==> src/rtl/txci_pkg.sv <==
package txci_pkg;

  typedef enum logic [1:0] {
    KIND_POSTED    = 2'b00,
    KIND_NONPOSTED = 2'b01,
    KIND_CPL       = 2'b10,
    KIND_RSVD      = 2'b11
  } pkt_kind_e;

  typedef enum logic [1:0] {
    NP_IDLE  = 2'd0,
    NP_WAIT  = 2'd1,
    NP_BURST = 2'd2,
    NP_DRAIN = 2'd3
  } np_state_e;

  localparam int NUM_CLS = 3;
  localparam logic [1:0] CLS_P  = 2'd0;
  localparam logic [1:0] CLS_NP = 2'd1;
  localparam logic [1:0] CLS_C  = 2'd2;

  // Reserved kind is folded into the posted class.
  function automatic logic [1:0] kind_to_cls(input logic [1:0] kind);
    case (kind)
      KIND_NONPOSTED: kind_to_cls = CLS_NP;
      KIND_CPL:       kind_to_cls = CLS_C;
      default:        kind_to_cls = CLS_P;
    endcase
  endfunction

endpackage

==> src/rtl/np_burst_ctrl.sv <==
module np_burst_ctrl
  import txci_pkg::*;
#(
  parameter int CRED_W = 8
) (
  input  logic              clk,
  input  logic              rst_n,
  input  logic [CRED_W-1:0] cred_np,
  input  logic              np_sop_acc,
  input  logic              drained,
  output np_state_e         state,
  output logic              np_open
);

  localparam logic [CRED_W-1:0] ONE = CRED_W'(1);

  logic [CRED_W-1:0] budget_q;

  always_ff @(posedge clk) begin
    if (!rst_n) begin
      state    <= NP_IDLE;
      budget_q <= '0;
    end else begin
      case (state)
        NP_IDLE: state <= NP_WAIT;
        NP_WAIT: begin
          if (cred_np != '0) begin
            budget_q <= cred_np;
            state    <= NP_BURST;
          end
        end
        NP_BURST: begin
          if (np_sop_acc) begin
            budget_q <= budget_q - ONE;
            if (budget_q == ONE) state <= NP_DRAIN;
          end
        end
        NP_DRAIN: begin
          if (drained) state <= NP_WAIT;
        end
        default: state <= NP_IDLE;
      endcase
    end
  end

  assign np_open = (state == NP_BURST);

endmodule

==> src/rtl/pend_tracker.sv <==
module pend_tracker
  import txci_pkg::*;
#(
  parameter int PTR_W = 3,
  parameter int CNT_W = PTR_W + 1
) (
  input  logic                            clk,
  input  logic                            rst_n,
  input  logic                            push,
  input  logic [1:0]                      push_cls,
  input  logic [PTR_W-1:0]                fifo_rdptr,
  output logic [NUM_CLS-1:0][CNT_W-1:0]   pend
);

  localparam int DEPTH = 1 << PTR_W;
  localparam logic [CNT_W-1:0] FULL = CNT_W'(DEPTH);

  logic [1:0]       tag_q [DEPTH];
  logic [PTR_W-1:0] head_q, tail_q;
  logic [CNT_W-1:0] occ_q;
  logic [PTR_W-1:0] rd_seen_q;
  logic             pop_req, pop_ok, push_ok;
  logic [1:0]       pop_cls;

  assign pop_req = (fifo_rdptr != rd_seen_q);
  assign pop_ok  = pop_req && (occ_q != '0);
  assign push_ok = push && ((occ_q != FULL) || pop_ok);
  assign pop_cls = tag_q[head_q];

  always_ff @(posedge clk) begin
    if (!rst_n) begin
      head_q    <= '0;
      tail_q    <= '0;
      occ_q     <= '0;
      rd_seen_q <= '0;
    end else begin
      rd_seen_q <= fifo_rdptr;
      if (push_ok) tail_q <= tail_q + PTR_W'(1);
      if (pop_ok)  head_q <= head_q + PTR_W'(1);
      if (push_ok && !pop_ok)      occ_q <= occ_q + CNT_W'(1);
      else if (pop_ok && !push_ok) occ_q <= occ_q - CNT_W'(1);
    end
  end

  always_ff @(posedge clk) begin
    if (push_ok) tag_q[tail_q] <= push_cls;
  end

  for (genvar c = 0; c < NUM_CLS; c++) begin : g_cls
    logic             inc, dec;
    logic [CNT_W-1:0] cnt_q;
    assign inc = push_ok && (push_cls == 2'(c));
    assign dec = pop_ok && (pop_cls == 2'(c));
    always_ff @(posedge clk) begin
      if (!rst_n)          cnt_q <= '0;
      else if (inc && !dec) cnt_q <= cnt_q + CNT_W'(1);
      else if (dec && !inc && cnt_q != '0) cnt_q <= cnt_q - CNT_W'(1);
    end
    assign pend[c] = cnt_q;
  end

endmodule

==> src/rtl/credit_gate.sv <==
module credit_gate
  import txci_pkg::*;
#(
  parameter int CRED_W = 8,
  parameter int CNT_W  = 4
) (
  input  logic [1:0]        cls,
  input  logic              mid_pkt,
  input  logic              np_open,
  input  logic [CRED_W-1:0] cred_p,
  input  logic [CRED_W-1:0] cred_cpl,
  input  logic [CNT_W-1:0]  pend_p,
  input  logic [CNT_W-1:0]  pend_c,
  output logic              allow
);

  localparam int W = (CRED_W > CNT_W) ? CRED_W : CNT_W;

  logic p_ok, c_ok;

  assign p_ok = W'(cred_p)   > W'(pend_p);
  assign c_ok = W'(cred_cpl) > W'(pend_c);

  always_comb begin
    if (mid_pkt) begin
      allow = 1'b1;
    end else begin
      case (cls)
        CLS_NP:  allow = np_open;
        CLS_C:   allow = c_ok;
        default: allow = p_ok;
      endcase
    end
  end

endmodule

==> src/rtl/tx_credit_issuer.sv <==
module tx_credit_issuer
  import txci_pkg::*;
#(
  parameter int DATA_W = 64,
  parameter int CRED_W = 8,
  parameter int PTR_W  = 3
) (
  input  logic              clk,
  input  logic              rst_n,
  input  logic              in_valid,
  output logic              in_ready,
  input  logic [DATA_W-1:0] in_data,
  input  logic              in_sop,
  input  logic              in_eop,
  input  logic [1:0]        in_kind,
  output logic              out_valid,
  input  logic              out_ready,
  output logic [DATA_W-1:0] out_data,
  output logic              out_sop,
  output logic              out_eop,
  output logic [1:0]        out_kind,
  input  logic [CRED_W-1:0] cred_np,
  input  logic [CRED_W-1:0] cred_p,
  input  logic [CRED_W-1:0] cred_cpl,
  input  logic              fifo_empty,
  input  logic [PTR_W-1:0]  fifo_wrptr,
  input  logic [PTR_W-1:0]  fifo_rdptr
);

  localparam int CNT_W = PTR_W + 1;

  logic                          mid_q;
  logic [1:0]                    cls;
  logic                          allow, acc, sop_acc, np_sop_acc;
  logic                          np_open, drained;
  np_state_e                     np_state;
  logic [NUM_CLS-1:0][CNT_W-1:0] pend;
  logic [CNT_W-1:0]              np_pend;

  assign cls        = kind_to_cls(in_kind);
  assign out_valid  = in_valid && allow;
  assign in_ready   = out_ready && allow;
  assign out_data   = in_data;
  assign out_sop    = in_sop;
  assign out_eop    = in_eop;
  assign out_kind   = in_kind;

  assign acc        = in_valid && in_ready;
  assign sop_acc    = acc && in_sop && !mid_q;
  assign np_sop_acc = sop_acc && (cls == CLS_NP);
  assign np_pend    = pend[CLS_NP];
  assign drained    = (np_pend == '0) && fifo_empty && (fifo_wrptr == fifo_rdptr);

  always_ff @(posedge clk) begin
    if (!rst_n) begin
      mid_q <= 1'b0;
    end else if (acc) begin
      if (in_eop)      mid_q <= 1'b0;
      else if (in_sop) mid_q <= 1'b1;
    end
  end

  np_burst_ctrl #(.CRED_W(CRED_W)) u_np (
    .clk        (clk),
    .rst_n      (rst_n),
    .cred_np    (cred_np),
    .np_sop_acc (np_sop_acc),
    .drained    (drained),
    .state      (np_state),
    .np_open    (np_open)
  );

  pend_tracker #(.PTR_W(PTR_W), .CNT_W(CNT_W)) u_pend (
    .clk        (clk),
    .rst_n      (rst_n),
    .push       (sop_acc),
    .push_cls   (cls),
    .fifo_rdptr (fifo_rdptr),
    .pend       (pend)
  );

  credit_gate #(.CRED_W(CRED_W), .CNT_W(CNT_W)) u_gate (
    .cls      (cls),
    .mid_pkt  (mid_q),
    .np_open  (np_open),
    .cred_p   (cred_p),
    .cred_cpl (cred_cpl),
    .pend_p   (pend[CLS_P]),
    .pend_c   (pend[CLS_C]),
    .allow    (allow)
  );

endmodule

==> config.mk <==
export PLATFORM = sky130hd
export DESIGN_NAME = tx_credit_issuer
export DESIGN_NICKNAME = d
export VERILOG_FILES = /design/src/rtl/txci_pkg.sv /design/src/rtl/np_burst_ctrl.sv /design/src/rtl/pend_tracker.sv /design/src/rtl/credit_gate.sv /design/src/rtl/tx_credit_issuer.sv
export SDC_FILE = /design/constraint.sdc
export NUM_CORES = 1
export LEC_CHECK = 0
export BUFFER_PORTS_ARGS = -buffer_cell sky130_fd_sc_hd__buf_4
export CORE_MARGIN = 1.5
export CORE_UTILIZATION = 35
export CTS_CLUSTER_DIAMETER = 100
export DETAILED_ROUTE_END_ITERATION = 6
export PLACE_DENSITY = 0.6
export SLEW_MARGIN = 20
export SYNTH_ARGS = -nofsm -noshare
export SYNTH_HDL_FRONTEND = slang
export SYNTH_SLANG_ARGS = --single-unit
==> constraint.sdc <==
create_clock -name clk -period 3.6 [get_ports clk]
set_input_delay 0.18 -clock clk [delete_from_list [all_inputs] [get_ports clk]]
set_output_delay 0.18 -clock clk [all_outputs]
set_load 0.005 [all_outputs]
* Word-level counts from Yosys, hierarchy flattened *
Memory sizes are Yosys's and may differ from the RTL's. A register that Yosys moved wholly into a read port is not among the register bits.
Cells that the tools add are included.

cells by class
  add/sub/neg operators = 11
  $lt $le $gt $ge = 2
  equality and inequality tests = 17
  muxes and demuxes = 25
  reduce and logical (&&, ||, !) cells = 55

operators with widths
  operator               number
  $mux W4                8
  $logic_and A1 B1 Y1    27
  $add A4 B1 Y4 const B  4
  $gt A8 B4 Y1           2
  $mux W8                2
  $pmux W8 S2            1
  $reduce_bool A4 Y1     4
  $sub A4 B1 Y4 const B  4
  $reduce_bool A2 Y1     6
  $eq A2 B2 Y1 const B   5
  $logic_not A1 Y1       9
  $eq A2 B1 Y1 const B   4
  $eq A8 B1 Y1 const B   1
  $mux W2                4
  $pmux W2 S4            1
  $reduce_bool A8 Y1     1
  $sub A8 B1 Y8 const B  1
  $add A3 B1 Y3 const B  2
  $logic_not A2 Y1       3
  $mux W3                2
  $ne A2 B2 Y1 const B   3
  $mux W1                5
  $logic_not A4 Y1       1
  $ne A4 B4 Y1 const B   1
  other kinds (9)        9

storage, ports and cells
  register bits after elaboration = 36
  memory bits (writable) = 16
  output and inout port bits = 70
  memories = 1

memories
  name          words  bits a word  read ports  clocked after memory_dff  write ports  RTL line            RTL
  u_pend.tag_q  8      2            1           1                         1            pend_tracker.sv:18  logic [1:0] tag_q [DEPTH];

* Depth between registers and ports, before layout *
Gate-level depths: netlist (run 1).

  depth in word-level cells = 16
  mapped depth = 15
  depth with buffers taken out = 15

* Cells and area by module *
Synthesis (run 1) repeated with hierarchy kept, for this count alone.

unflattened totals
  cells, all modules = 429
  area, all modules = 3985.1 µm²

modules (own cells, without submodules)
  module            instances  cells an instance  area an instance (µm²)
  pend_tracker      1          215                2359.8
  np_burst_ctrl     1          91                 704.4
  tx_credit_issuer  1          86                 645.6
  credit_gate       1          37                 275.3

* Worst setup path before layout (run 1) *
No wires, ideal clock.

  path type = register to register
  start point = register u_pend.g_cls[0].cnt_q[1]
  end point = register u_pend.occ_q[3]
  setup time = 0.070 ns
  data arrival time = 3.132 ns
  slack = 0.397 ns
  stages on the path, launching flop included = 16
  path buffers = 0
  path through = dfxtp_1 > inv_1 > ha_1 > nor2b_1 > o211ai_1 > a21oi_1 > o21ai_1 > nor2_1 > ha_1 > inv_1 > ha_1 > a21o_1 > a21oi_1 > xnor2_1 > or3_1 > a21oi_1

on the way
  cells in the longest elaborated chain, start to end = 11
  elaborated cells between the ends (all ways) = 13
  those cells by class = order compare (1); mux (3); reduce/logical (9)

ends and longest elaborated chain
  item                                   RTL line                RTL
  start, declared                        pend_tracker.sv:51      logic [CNT_W-1:0] cnt_q;
  start signal, assigned                 pend_tracker.sv:56      else if (inc && !dec) cnt_q <= cnt_q + CNT_W'(1);
  start signal, assigned                 pend_tracker.sv:57      else if (dec && !inc && cnt_q != '0) cnt_q <= cnt_q - CNT_W'(1);
  $gt A8 B4 Y1 (*)                       credit_gate.sv:21       assign p_ok = W'(cred_p) > W'(pend_p);
  $pmux W1 S2 (*)                        credit_gate.sv:28       case (cls)
  $mux W1 (*)                            credit_gate.sv:25       if (mid_pkt) begin
  $logic_and A1 B1 Y1 (*)                tx_credit_issuer.sv:42  assign in_ready = out_ready && allow;
  $logic_and A1 B1 Y1 (*)                tx_credit_issuer.sv:48  assign acc = in_valid && in_ready;
  $logic_and A1 B1 Y1 (*) (2 in series)  tx_credit_issuer.sv:49  assign sop_acc = acc && in_sop && !mid_q;
  $logic_and A1 B1 Y1 (*)                pend_tracker.sv:27      assign push_ok = push && ((occ_q != FULL) || pop_ok);
  via u_pend.push_ok                     pend_tracker.sv:22      logic pop_req, pop_ok, push_ok;
  $logic_not A1 Y1                       pend_tracker.sv:41      else if (pop_ok && !push_ok) occ_q <= occ_q - CNT_W'(1);
  $logic_and A1 B1 Y1                    pend_tracker.sv:41
  $reduce_bool A2 Y1 (no source line)    -
  end signal, assigned                   pend_tracker.sv:40      if (push_ok && !pop_ok) occ_q <= occ_q + CNT_W'(1);
  end signal, assigned                   pend_tracker.sv:41
  end, declared                          pend_tracker.sv:20      logic [CNT_W-1:0] occ_q;

Mark *: on every way through the listed nets, which the timed path passes. The rest lies on a longest branch.
A chain may end at the register's enable or synchronous reset.

* Worst setup path after layout (run 1) *
  start point = register u_pend.g_cls[2].cnt_q[1]
  end point = register u_pend.occ_q[3]

on the way
  cells in the longest elaborated chain, start to end = 11
  elaborated cells between the ends (all ways) = 13
  those cells by class = order compare (1); mux (3); reduce/logical (9)

ends and longest elaborated chain
  item                                   RTL line                RTL
  start, declared                        pend_tracker.sv:51
  start signal, assigned                 pend_tracker.sv:56
  start signal, assigned                 pend_tracker.sv:57
  $gt A8 B4 Y1 (*)                       credit_gate.sv:22       assign c_ok = W'(cred_cpl) > W'(pend_c);
  $pmux W1 S2 (*)                        credit_gate.sv:28
  $mux W1 (*)                            credit_gate.sv:25
  $logic_and A1 B1 Y1 (*)                tx_credit_issuer.sv:42
  $logic_and A1 B1 Y1 (*)                tx_credit_issuer.sv:48
  $logic_and A1 B1 Y1 (*) (2 in series)  tx_credit_issuer.sv:49
  $logic_and A1 B1 Y1 (*)                pend_tracker.sv:27
  via u_pend.push_ok                     pend_tracker.sv:22
  $logic_not A1 Y1                       pend_tracker.sv:41
  $logic_and A1 B1 Y1                    pend_tracker.sv:41
  $reduce_bool A2 Y1 (no source line)    -

Marks and branches as above.

==> results, run 1 <==
- The proportion of synthesized chip area in sequential cells is 32.5%.
- The clock insertion delay at the later pin of the skew report is 0.32 ns.
- In this run the post-CTS setup repair buffer count came out at 0.
- The clock tree from TritonCTS is yes.
- Summing internal, switching and leakage power gives 2.25 mW.
- The first global-routing pass estimated 12.5 mm of wire.
- The flow ran to the end, and the final reports show no timing, DRC or antenna violations.
- sky130_fd_sc_hd__dfxtp_1 takes more of the synthesized area than any other cell.
- The count of unique library cells instantiated by Yosys is 63.
- The worst hold path terminates at u_pend.rd_seen_q[2].
- The final weighted congestion in routability-driven placement is 0.828.
- The horizontal die dimension is 108 um.
- The final count of hold timing violations is 0.
- The worst-case clock skew is 0.0111 ns.
- After detailed routing, the average wire length per cell comes to 14.2 um.
- Counting I/O delays and the setup requirement, the final critical path takes 3.30 ns.
- For this run, asynchronously set or reset flops after synthesis account for 0%.
- The share of synthesized area in the top cell type comes to 20.1%.
- The cell at the root of the clock tree is sky130_fd_sc_hd__clkbuf_8.
- The clock passes through at most 2 buffers.
- The number of synthesized register bits is 55.
- Entering global routing, the biggest net connects 29 pins.
- The area of all sequential standard cells is 1260 um2.
- The nature of the critical path endpoint is a register.
- The clock transition at the registers of the reported paths is 0.11 ns.
- The worst register-to-register path has a depth of 15.
- The post-synthesis instance area is 3890 um2.
- The slew at the pin closest to its max-slew limit is 0.794 ns.
- The iteration count of the initial detailed-routing pass is 4.
- The worst setup path is launched from a register.
- Across the run, the number of max-cap violations was 0.
- The class of the most critical setup path is register to register.
- The number of global-route vias before repair is 2671.
- The startpoint identified for the worst hold timing path is fifo_rdptr[2].
- The post-detailed-routing wire length is 7.60 mm.
- The synthesized area divided by synthesized cell count is 9.43 um2.
- The total inserted antenna cells is 0.
- By area the synthesized netlist is led by sky130_fd_sc_hd__dfxtp_1 (20%), sky130_fd_sc_hd__buf_4 (13%), sky130_fd_sc_hd__edfxtp_1 (12%).
- In this run the tightest slew margin relative to its limit is 47.1%.
- At the end of the flow the core is filled with cells to 36.7%.
- The via count of the routed design is 2758.
- In this run the number of H-tree levels came out at 2.
- The cell count after synthesis is 412.
- Along the worst path, the maximum fanout reaches 8.
- The number of design-rule violations left by the first detailed-router iteration is 137.
- The analysis attributes to cell leakage a power of 1.60 nW.
- The worst reg2reg path startpoint is u_pend.g_cls[2].cnt_q[1].
- The layout has 1073 filler cells.
- The die covers 11700 um2.
- Setup repair after global routing left no endpoint under its margin.
- The share of the cycle needed by the critical path after routing is 91.6%.
- In this run, placement finished with an instance count of 525.
- The least setup slack across all paths after layout is 0.301 ns.
- For this design, the CTS-stage hold fixing added 0 buffers.
- The total of buffers placed on input and output ports is 44.
- The total clock buffers created by CTS is 5.
- Once layout is complete, the cells apart from fillers number 533.
- The path type of the worst min-delay path is primary input to register.
- The worst endpoint required time is 3.86 ns.
- The final count of negative-setup-slack endpoints is 0.
- The most used flip-flop cell after synthesis is sky130_fd_sc_hd__dfxtp_1.
- In this run the critical register-to-register path is captured at u_pend.occ_q[3].
- Counting flops with a built-in enable in the synthesized netlist gives 16.
- The multi-input combinational cell area is 2000 um2.
- 173 I/O pins were placed.
- When the netlist entered floorplanning its net count stood at 546.
- The clock net sink count is 55.
- The initial antenna violation count is 0.
- The final max-slew violation count is 0.
- The half-perimeter wire length after detailed placement is 5.87 mm.
- The setup check on the worst reg-to-reg path leaves a slack of 0.30 ns.
- The aggregate negative setup slack is 0 ns.
- Timing analysis after detailed placement gives a worst setup slack of 0.302 ns.
- In this run the core area contains 38 standard-cell rows.
- The area growth from synthesis to layout is 2.41%.
- The Yosys step of the flow raised 0 warnings.
- The effective utilization at floorplan is 35.8%.
- Once the clock tree was built, the resizer swapped 0 gates to a different size.
- The signal arrival time at the worst endpoint is 3.55 ns.
- For this design the ratio of total power to cell area is 566 nW/um2.
- Along the worst hold path, the cell count comes to 2.
- The cell with the most instances after synthesis is sky130_fd_sc_hd__buf_4.
- Derived from the worst setup path, the maximum achievable clock frequency is 303 MHz.
- The remaining routing DRC violations is 0.
- For this run, the total global-route usage over all layers was measured as 13.4%.
- The worst-case vdd ir drop is 0.217 mV.
- The die is 108 um tall.
- The final antenna-violating net count is 0.
- The post-layout net count is 526.
- The detail-routed via count per cell is 5.17.
- The share of layout cells above drive strength 1 is 18.6%.
- The placeable core region is 10800 um2.
- The commonest cells after synthesis are sky130_fd_sc_hd__buf_4 (68), sky130_fd_sc_hd__dfxtp_1 (39), sky130_fd_sc_hd__ha_1 (27), sky130_fd_sc_hd__nand2_1 (27).
- For this run the aggregate overflow at the end of global routing stands at 0.
cells in the final DEF (no fill, tap or decap), drive strengths merged, types with 3 or more instances in the layout:
cell    netlist  layout
fa            4       4
dfxtp        39      39
nor2b         5       5
nor2         23      23
o211ai        6       6
xnor2         5       5
nor4          4       4
clkbuf        5       5
nor3b         9       9
nor3         10      10
or4           5       5
a21o          5       5
nand3        13      13
mux2          3       3
mux4          4       4
o22ai         4       4
o21ai        16      16
edfxtp       16      16
ha           27      27
mux2i         9       9
nand2        27      27
xor2         11      11
nand4         4       4
inv          22      24
buf          70      48
and2          6       6
or3           3       3
a211oi        4       4
a21oi        24      24
a32oi         3       3
routing by layer:
layer	up-vias	routed length, um	global-route usage (%)
met1	1307	3360	16.5
met2	77	3710	22.9
li1	1362	-	-
met5	-	0	0
met3	12	445	3.25
met4	0	80	4.32
critical path, cell delays in order, from the launching register on:
cell	delay, ns
sky130_fd_sc_hd__dfxtp_1	0.43
sky130_fd_sc_hd__inv_1	0.07
sky130_fd_sc_hd__ha_1	0.28
sky130_fd_sc_hd__nor2b_1	0.14
sky130_fd_sc_hd__o211ai_1	0.16
sky130_fd_sc_hd__a21oi_1	0.13
sky130_fd_sc_hd__a21oi_2	0.39
sky130_fd_sc_hd__nor2_1	0.17
sky130_fd_sc_hd__ha_1	0.26
sky130_fd_sc_hd__inv_1	0.11
sky130_fd_sc_hd__ha_1	0.24
sky130_fd_sc_hd__a21o_1	0.17
sky130_fd_sc_hd__a21oi_1	0.17
sky130_fd_sc_hd__xnor2_1	0.09
sky130_fd_sc_hd__or3_1	0.30
sky130_fd_sc_hd__a21oi_1	0.13
state kept, by name, summed over array words and instances, names as in the netlist, named ones only:
signal              cells
u_pend.rd_seen_q        3
mid_q                   1
u_np.budget_q           8
u_pend.tag_q           16
u_pend.occ_q            4
u_pend.g_cls.cnt_q     12
u_np.state              2
u_pend.head_q           3
u_pend.tail_q           3
stage by stage:
step           cell area [um2]  hold WS (ns)
2_1_floorplan             3890         0.302
3_3_place_gp              3880         0.360
3_5_place_dp              3880         0.360
4_1_cts                   3980        0.0847
5_1_grt                   3980        0.0831
6_report                  3980        0.0868
power by group:
group	leakage (nW)	internal (mW)	total (mW)	switching [mW]
Clock	0.0519	0.148	0.382	0.234
Combinational	1.08	0.468	1.01	0.540
Sequential	0.466	0.747	0.862	0.116
Total	1.60	1.36	2.25	0.890
how the worst max path moves through the flow:
| stage | slack (ns) | endpoint | start | depth (start not counted) |
|---|---|---|---|---|
| CTS | 0.27 | u_pend.occ_q[3] | u_pend.g_cls[2].cnt_q[1] | 15 |
| global placement | 0.45 | u_pend.occ_q[3] | u_pend.g_cls[2].cnt_q[1] | 15 |
| detailed placement | 0.30 | u_pend.occ_q[3] | u_pend.g_cls[2].cnt_q[1] | 15 |
| global route | 0.05 | u_pend.occ_q[3] | u_pend.g_cls[2].cnt_q[1] | 15 |
| finish | 0.30 | u_pend.occ_q[3] | u_pend.g_cls[2].cnt_q[1] | 15 |
| floorplan | 0.40 | u_pend.occ_q[3] | u_pend.g_cls[0].cnt_q[1] | 15 |
logic make-up (layout without fill, tap and decap cells):
kind of cell    count (synthesis)  count (layout)  synth area share (%)
simple gates                  120             120                  17.7
buf+inv                        97              78                  16.1
xor+xnor                       16              16                  3.61
fa+ha+maj                      31              31                  10.8
compound gates                 77              77                  13.4
mux                            16              16                  5.99
flops                          55              55                  32.5
final cells by class:
type,instances,area share (%)
Clock buffer,5,1.73
Tap cell,140,4.40
Clock inverter,3,0.849
Sequential cell,55,31.7
Multi-Input combinational cell,260,50.2
Inverter,22,2.07
Timing Repair Buffer,48,9.05
(Power assumes the default switching activity.)
==> run 2: changes to the inputs <==
Settings changed: CORE_ASPECT_RATIO set to 0.7.
==> run 2 against run 1 <==
Wire length rose by 1.2%. Sequential share of layout area fell by 0.58 points. Combinational power barely moved. Sequential power barely moved. Core utilization rose by 1.6 points. Worst setup slack got worse by 0.011 ns. Power rose by 7.8%. Cell count rose by 1.5%. Fmax fell by 0.34%. Flip-flop and latch count did not move. Clock skew fell by 0.0069 ns. Hold slack improved by 0.035 ns.
==> results, run 2 (synthesized netlist as in run 1, its figures left out) <==
- The peak fanout along the critical path is 4.
- The final max-slew violation count is 0.
- The total of cells resized after clock tree synthesis is 0.
- The overall power is 2.43 mW.
- The final count of negative-setup-slack endpoints is 0.
- The congestion estimate from routability-driven global placement came to 0.792.
- In this run the remaining antenna-violating nets after routing total 0.
- The kind of start point of the critical path is a register.
- The worst slack at placement is 0.324 ns.
- The least setup slack across all paths after layout is 0.290 ns.
- The power per cell area is 599 nW/um2.
- The final count of hold timing violations is 0.
- Hold timing on the final database bottoms out at a slack of 0.122 ns.
- The cell at the root of the clock tree is sky130_fd_sc_hd__clkbuf_16.
- TritonCTS built the clock tree.
- The flow ran to the end, and the final reports show no timing, DRC or antenna violations.
- In the routed design, unresolved DRC markers number 0.
- The share of layout cells above drive strength 1 is 18.3%.
- Max-cap violations in this run came to 0.
- The final critical-path required period is 3.31 ns.
- After filler insertion, the fill cell instance count of the layout stands at 1056.
- Entering global routing, the biggest net connects 29 pins.
- The number of post-CTS setup repair buffers is 0.
- The path type of the worst min-delay path is primary input to register.
- Once the floorplan was initialized, standard cells occupied 36.7% of the core.
- The number of primary I/O pins is 173.
- The row count is 31.
- The count of hold buffers inserted by post-cts repair is 0.
- The final cell area excluding filler cells is 4050 um2.
- The routed wire length per instance is 14.2 um.
- The maximum frequency from static timing analysis is 302 MHz.
- Compared with the post-synthesis result, the final layout area differs by 4.31%.
- The half-perimeter wire length after detailed placement is 5.96 mm.
- The largest registers in the layout are u_pend.tag_q x16, u_pend.g_cls.cnt_q x12, u_np.budget_q x8.
- The slew at the pin closest to its max-slew limit is 0.816 ns.
- The total placed instance area is 3890 um2.
- After clock tree synthesis, the clock-pin slew on the worst setup and hold paths is 0.07 ns.
- The die area is 11800 um2.
- Setup repair after global routing left no endpoint under its margin.
- The clock drives 55 sinks.
- The number of placed instances, taps included, is 533.
- The signal arrival time at the worst endpoint is 3.53 ns.
- For this design, the slowest cell found on the critical path is sky130_fd_sc_hd__dfxtp_1.
- The detail-routed via count per cell is 5.17.
- No sink is reached through more buffers than the 2 on the longest clock path.
- The core occupancy in the finished layout is 38.3%.
- The most common library cell in the layout ignoring fill and taps is sky130_fd_sc_hd__buf_4.
- The nature of the critical path endpoint is a register.
- After floorplanning, the core was sized to cover 10600 um2.
- The max-slew headroom at the worst pin is 45.6%.
- Measured along the x axis, the die boundary spans 129 um.
- During placement, the flow inserted port buffers numbering 44.
- In this run, the number of DRC markers left after iteration 0 of detailed routing was 115.
- The iteration count of the initial detailed-routing pass is 5.
- The worst stage delay on the critical path is 0.41 ns.
- The worst-case clock skew is 0.00416 ns.
- The via count of the routed design is 2796.
- Leaving out fill and tap cells, the most frequent cells in the layout are sky130_fd_sc_hd__buf_4 (48), sky130_fd_sc_hd__dfxtp_1 (39), sky130_fd_sc_hd__nand2_1 (27), sky130_fd_sc_hd__ha_1 (27).
- The worst endpoint required time is 3.82 ns.
- The clock insertion delay at the later pin of the skew report is 0.29 ns.
- The post-detailed-routing wire length is 7.69 mm.
- The number of global-route vias before repair was 2698.
- The worst setup path is of the register to register kind.
- In this run the vertical extent of the chip is 91.2 um.
- The worst-case IR drop observed on VDD is 0.325 mV.
- The number of levels the H-tree was split into is 2.
- The final layout contains 526 nets.
- The leakage power is 1.62 nW.
- The total clock buffers created by CTS is 5.
- Summed over all layers, the global routing overflow is 0.
- Across every metal layer, demand over resource in global routing totals 13.8%.
- The initial antenna violation count is 0.
- The repair_antennas step left the layout with diodes totalling 0.
- The first global-routing pass estimated 13.0 mm of wire.
- The gate family responsible for the most delay along the worst path is compound AO/OA/AOI/OAI gates.
- The buffer and inverter count on the worst path is 2.
- The flip-flop count of the largest register, all copies and words added is 16.
- The share of the cycle needed by the critical path after routing is 91.9%.
- Traced cell by cell, the critical path runs through inv_1 -> ha_1 -> nor2b_1 -> o211ai_1 -> a21oi_1 -> o21ai_1 -> nor2_1 -> ha_1 -> inv_1 -> ha_1 -> a21o_1 -> a21oi_1 -> xnor2_1 -> or3_1 -> a21oi_1.
- The number of standard cells in the layout, taps in and fillers out is 541.
- u_pend.tag_q holds more flip-flops than any other register.
- Setup total negative slack on the finished layout was measured at 0 ns.
==> run 2: cell types whose count changed in the layout (fill, tap and decap cells not counted), sizes merged <==
cell	previous run	this run
bufinv	0	1
clkbuf	5	6
clkinv	1	0
clkinvlp	0	1
inv	24	22
==> run 2: worst paths after layout <==
kind / from / to / slack (ns) / depth (start not counted)
max: u_pend.g_cls[0].cnt_q[1] / u_pend.occ_q[3] / 0.29 / 15
min: fifo_rdptr[1] / u_pend.rd_seen_q[1] / 0.12 / 2
max reg2reg: u_pend.g_cls[0].cnt_q[1] / u_pend.occ_q[3] / 0.29 / 15
min reg2reg: u_np.budget_q[5] / u_np.budget_q[5] / 0.46 / 2
==> run 2: cell type report <==
cell class,instances,area [um2],share of cell area (%)
Inverter,22,82.6,2.04
Clock inverter,2,37.5,0.926
Timing Repair Buffer,48,360,8.89
Sequential cell,55,1260,31.1
Multi-Input combinational cell,260,2000,49.3
Tap cell,148,185,4.57
Clock buffer,6,129,3.18
==> run 2: metal layers <==
metal	track usage, %	up-vias	wire length (um)
li1	-	1367	-
met1	19.5	1351	3770
met2	21.2	58	3470
met3	3.18	20	351
met4	3.75	0	98
met5	0	-	0
==> run 2: where the power goes <==
part	switching [mW]	leakage (nW)	internal, mW	total (mW)
combinational	0.552	1.08	0.468	1.02
sequential	0.112	0.466	0.748	0.860
clock	0.221	0.0771	0.329	0.550
total	0.885	1.62	1.54	2.43
